$ cat src/rtl/bezier_flattener.sv
module bezier_flattener #(
  parameter int W    = 16,
  parameter int MAXD = 6,
  localparam int DW  = $clog2(MAXD + 1),
  localparam int SPW = $clog2(MAXD + 2)
) (
  input  logic                clk,
  input  logic                rst_n,
  input  logic                start,
  output logic                in_ready,
  input  logic [DW-1:0]       depth,
  input  logic signed [W-1:0] p1_x,
  input  logic signed [W-1:0] p1_y,
  input  logic signed [W-1:0] p2_x,
  input  logic signed [W-1:0] p2_y,
  input  logic signed [W-1:0] p3_x,
  input  logic signed [W-1:0] p3_y,
  input  logic signed [W-1:0] p4_x,
  input  logic signed [W-1:0] p4_y,
  output logic                seg_valid,
  input  logic                seg_ready,
  output logic signed [W-1:0] seg_x0,
  output logic signed [W-1:0] seg_y0,
  output logic signed [W-1:0] seg_x1,
  output logic signed [W-1:0] seg_y1
);

  function automatic logic signed [W-1:0] mid(input logic signed [W-1:0] a,
                                              input logic signed [W-1:0] b);
    logic signed [W:0] s;
    s = {a[W-1], a} + {b[W-1], b};
    return s[W:1];
  endfunction

  logic signed [W-1:0] stk [0:MAXD][0:1][0:3];
  logic [DW-1:0]       lvl [0:MAXD];
  logic [DW-1:0]       dep;
  logic [SPW-1:0]      sp;
  logic                busy;

  logic [SPW-1:0]      top, nxt;
  logic signed [W-1:0] in_pt [0:1][0:3];
  logic signed [W-1:0] lh    [0:1][0:3];
  logic signed [W-1:0] rh    [0:1][0:3];
  logic                leaf;

  assign top  = (sp == '0) ? '0 : sp - 1'b1;
  assign nxt  = top + 1'b1;
  assign leaf = (lvl[top] == dep);

  assign in_pt[0][0] = p1_x;  assign in_pt[1][0] = p1_y;
  assign in_pt[0][1] = p2_x;  assign in_pt[1][1] = p2_y;
  assign in_pt[0][2] = p3_x;  assign in_pt[1][2] = p3_y;
  assign in_pt[0][3] = p4_x;  assign in_pt[1][3] = p4_y;

  for (genvar a = 0; a < 2; a++) begin : g_axis
    logic signed [W-1:0] l2, h, r3, l3, r2, m;
    assign l2 = mid(stk[top][a][0], stk[top][a][1]);
    assign h  = mid(stk[top][a][1], stk[top][a][2]);
    assign r3 = mid(stk[top][a][2], stk[top][a][3]);
    assign l3 = mid(l2, h);
    assign r2 = mid(h, r3);
    assign m  = mid(l3, r2);
    assign lh[a][0] = stk[top][a][0];
    assign lh[a][1] = l2;
    assign lh[a][2] = l3;
    assign lh[a][3] = m;
    assign rh[a][0] = m;
    assign rh[a][1] = r2;
    assign rh[a][2] = r3;
    assign rh[a][3] = stk[top][a][3];
  end

  assign in_ready  = !busy;
  assign seg_valid = busy && leaf;
  assign seg_x0    = stk[top][0][0];
  assign seg_y0    = stk[top][1][0];
  assign seg_x1    = stk[top][0][3];
  assign seg_y1    = stk[top][1][3];

  always_ff @(posedge clk) begin
    if (!rst_n) begin
      busy <= 1'b0;
      sp   <= '0;
      dep  <= '0;
    end else if (!busy) begin
      if (start) begin
        for (int a = 0; a < 2; a++)
          for (int k = 0; k < 4; k++)
            stk[0][a][k] <= in_pt[a][k];
        lvl[0] <= '0;
        dep    <= (int'(depth) > MAXD) ? DW'(MAXD) : depth;
        sp     <= SPW'(1);
        busy   <= 1'b1;
      end
    end else if (leaf) begin
      if (seg_ready) begin
        sp <= sp - 1'b1;
        if (sp == SPW'(1)) busy <= 1'b0;
      end
    end else begin
      for (int a = 0; a < 2; a++)
        for (int k = 0; k < 4; k++) begin
          stk[top][a][k] <= rh[a][k];
          stk[nxt][a][k] <= lh[a][k];
        end
      lvl[top] <= lvl[top] + 1'b1;
      lvl[nxt] <= lvl[top] + 1'b1;
      sp       <= sp + 1'b1;
    end
  end

  logic                have_prev;
  logic signed [W-1:0] prev_x1, prev_y1;

  always_ff @(posedge clk) begin
    if (!rst_n) begin
      have_prev <= 1'b0;
      prev_x1   <= '0;
      prev_y1   <= '0;
    end else if (start && in_ready) begin
      have_prev <= 1'b0;
    end else if (seg_valid && seg_ready) begin
      have_prev <= 1'b1;
      prev_x1   <= seg_x1;
      prev_y1   <= seg_y1;
    end
  end

  AST_SEG_HOLD: assert property (@(posedge clk) disable iff (!rst_n)
    seg_valid && !seg_ready |=> seg_valid && $stable(seg_x0) && $stable(seg_y0)
                                && $stable(seg_x1) && $stable(seg_y1));

  AST_IDLE_NO_SEG: assert property (@(posedge clk) disable iff (!rst_n)
    in_ready |-> !seg_valid);

  AST_STACK_BOUND: assert property (@(posedge clk) disable iff (!rst_n)
    busy |-> (sp != '0) && (int'(sp) <= MAXD + 1));

  AST_PATH_CHAIN: assert property (@(posedge clk) disable iff (!rst_n)
    seg_valid && have_prev |-> seg_x0 == prev_x1 && seg_y0 == prev_y1);

endmodule

$ cat config.mk
export PLATFORM = sky130hd
export DESIGN_NAME = bezier_flattener
export DESIGN_NICKNAME = d
export VERILOG_FILES = /design/src/rtl/bezier_flattener.sv
export SDC_FILE = /design/constraint.sdc
export NUM_CORES = 2
export LEC_CHECK = 0
export ABC_CLOCK_PERIOD_IN_PS = 17750
export BUFFER_PORTS_ARGS = -buffer_cell sky130_fd_sc_hd__clkbuf_2
export CAP_MARGIN = 20
export CELL_PAD_IN_SITES_DETAIL_PLACEMENT = 0
export CELL_PAD_IN_SITES_GLOBAL_PLACEMENT = 1
export CORE_ASPECT_RATIO = 1.1
export CORE_MARGIN = 4
export CORE_UTILIZATION = 40
export CTS_CLUSTER_SIZE = 28
export DETAILED_ROUTE_END_ITERATION = 8
export GPL_TIMING_DRIVEN = 1
export PLACE_DENSITY = 0.8
export SYNTH_ARGS = -nofsm -noshare
export SYNTH_HDL_FRONTEND = slang
export SYNTH_SLANG_ARGS = --single-unit
$ cat constraint.sdc
create_clock -name clk -period 17.75 [get_ports clk]
set_input_delay 0.8875 -clock clk [delete_from_list [all_inputs] [get_ports clk]]
set_output_delay 0.8875 -clock clk [all_outputs]
set_load 0.01 [all_outputs]
==> impl_metrics.toml <==
[yosys]
avgSynthCellArea_um2 = 10.04
yosysWarnings = 0
syn-num-nets = 5880
synth_area_um2 = 55770
synth-seq-area-share = 0.4963
syn_inst = 5553
async_flop_share = 0
synth_top_flop_cell = "edfxtp_1"
yosysUniqueCellTypes = 114
synth_edf_count = 917
ys_ff_latch = 924

[setup_path]
path_class = "register to register"
startpoint_type = "register"
cp_max_fo = 66
cp_slowest_cell = "a21boi_0"
critPathMaxStageDelay_ps = 900
arrival_ps = 11320
r2r_cells = 32
cp-end-kind = "register"
required_ps = 18160
critical_path.most_common_cell = "ha_1"

[global_routing]
overflow = 0
grt_antenna_before_repair = 3
track_usage = 0.2564
grt_pass1_vias = 42600
grt_max_degree = 145
grt_pass1_wl_um = 277900

[routing]
vias = 44570
drtIter0Drc = 4685
vias_per_cell = 5.943
drc = 0
wl_um = 191300
dr.pass1.iters = 8
post_drt_wl_per_cell_um = 25.51
ant_nets = 0

[clocking]
h-tree-depth = 3
clk_pin_slew_worst_paths_ps = 60
post_cts_buffers = 0
ctsRootBufferMaster = "clkbuf_16"
cts_resized = 0
cts_made_buffers = 104
tritoncts = "done"
clk_latency_ps = 700
clock-sinks = 924
clk_path_buf_depth = 3
cts_hold_buf = 0

[finish]
final_core_util = 0.4479
areaGrowthSynthToFinish_pct = 11.08
drive_above_1_share = 0.1277
nNetsFinal = 5931

[timing]
slew_headroom = 0.1810
finalCriticalPeriod_ps = 10910
finClkSkew_ps = 26.43
fin_crit_sh = 0.6144
grt_setup_unrepaired = "false"
setup_slack_ps = 6844
tightest_slew_ps = 1224
final-hold-violation-count = 0
setup_viol = 0
report.final.slew_viol_count = 0
fmax_mhz = 91.69

[job]
cap_violations = 0

[place]
place.gp.congestion = 0.9251
dp_hpwl_um = 122400
io_buffer_count = 200
preCtsSetupSlack_ps = 6710

[hold_path]
worstHoldPathType = "input port to register"
whs_path_depth = 3

[floorplan]
die_x_um = 364.0
start_util = 0.4032
dieArea_um2 = 145500
core_um2 = 138300
ioPinCount = 201
fp-row-count = 143
die_h_um = 399.6

[run_status]
status = "complete, no violations"
-- cell type report --
type | count | area, µm²
Sequential cell | 924 | 27680
Clock buffer | 124 | 2720
Inverter | 190 | 725.7
Fill cell | 13010 | 76360
Clock inverter | 65 | 538.0
Timing Repair Buffer | 302 | 1837
Antenna cell | 1 | 2.502
Multi-Input combinational cell | 4082 | 26180
Tap cell | 1812 | 2267
-- registers in the layout, indices dropped and copies added (netlist names) --
name / count
stk: 896
busy: 1
dep: 3
lvl: 21
sp: 3
-- cell usage in the layout (no fill, tap or decap), types with 125 or more instances in the layout --
cell type	count
mux4_2	125
nand2_1	769
o21ai_0	446
edfxtp_1	917
nor2_1	602
mux2i_1	195
ha_1	179
a21oi_1	841
inv_1	182
clkbuf_2	200
-- layer usage --
layer,share of wire,global-route usage
met2,0.48,0.4320
met5,0.000063,0
met4,0.047,0.1126
met1,0.39,0.3285
met3,0.088,0.03893
-- path summary, 6_finish.rpt --
| check | to | slack (ps) | from |
|---|---|---|---|
| worst max-delay path | stk[0][60] | 6840 | sp[0] |
| worst min-delay path | dep[0] | 440 | depth[0] |
| worst max register to register | stk[0][60] | 6840 | sp[0] |
| worst min register to register | dep[0] | 490 | dep[0] |
-- cell usage after synthesis (6+ instances only) --
master     count  area share
xnor2_1       99       0.016
mux2_2        34      0.0069
o2111ai_1      6     0.00094
inv_1        182       0.012
nor2b_1       29      0.0033
o211ai_1      16      0.0022
a21boi_0      16      0.0022
xor2_1        63      0.0099
o22ai_1       15      0.0017
a31oi_1       33      0.0037
nand3_1       51      0.0046
buf_1         62      0.0042
buf_2         16      0.0014
nor2_1       607       0.041
mux4_2       125       0.050
or2_2         16      0.0018
o21ai_0      448       0.040
nor3b_1        6     0.00081
o311a_1        9      0.0016
a21o_1        34      0.0046
and3_1        15      0.0017
dfxtp_1        7      0.0025
a211oi_1      20      0.0027
o21bai_1      15      0.0020
nor3_1        30      0.0027
o21ai_2       10      0.0016
maj3_1         6      0.0011
clkbuf_1     272       0.018
or3_1         29      0.0033
ha_1         180       0.040
fa_1          12      0.0043
nor4_1         6     0.00067
nand2b_1      23      0.0026
nand2_1      774       0.052
nand3b_1       7     0.00094
a21oi_1      843       0.076
o31ai_1       14      0.0019
o21ai_1       76      0.0068
mux2i_1      195       0.035
and2_1        30      0.0034
nand4_1       10      0.0011
edfxtp_1     917        0.49
o21a_1        34      0.0046
a31o_2         7      0.0011
a211o_1        9      0.0014
-- critical path, delay by kind of cell, from the launching register on --
| family | cells | cell delay [ps] |
|---|---|---|
| XOR/XNOR | 3 | 1700 |
| adder cells (fa/ha/maj) | 5 | 1430 |
| AND/OR/NAND/NOR | 4 | 930 |
| multiplexers | 1 | 590 |
| buffers and inverters | 7 | 1790 |
| AO/OA/AOI/OAI | 12 | 3780 |
| flip-flops | 1 | 340 |
-- stage by stage --
stage	hold slack, ps	std cells	TNS, ps	cell area, µm²
2_1_floorplan	466.4	5553	-136500	55770
3_3_place_gp	484.4	7304	0	58610
3_5_place_dp	488.5	7307	0	58650
4_1_cts	399.7	7496	0	61900
5_1_grt	467.4	7499	0	61950
6_report	440.9	7500	0	61950
-- cell families (layout without fill, tap and decap cells) --
family / Yosys count / count (layout) / share of synthesized area
buf+inv: 547 / 681 / 0.03798
fa+ha+maj: 200 / 200 / 0.04617
mux: 357 / 357 / 0.09319
flops: 924 / 924 / 0.4963
compound gates: 1688 / 1688 / 0.1722
simple gates: 1663 / 1663 / 0.1246
xor+xnor: 174 / 174 / 0.02968
other cells: 0 / 1 / 0
Power is not shown: default switching activity piles up to over one toggle a cycle in this logic, so the estimate is an artifact.
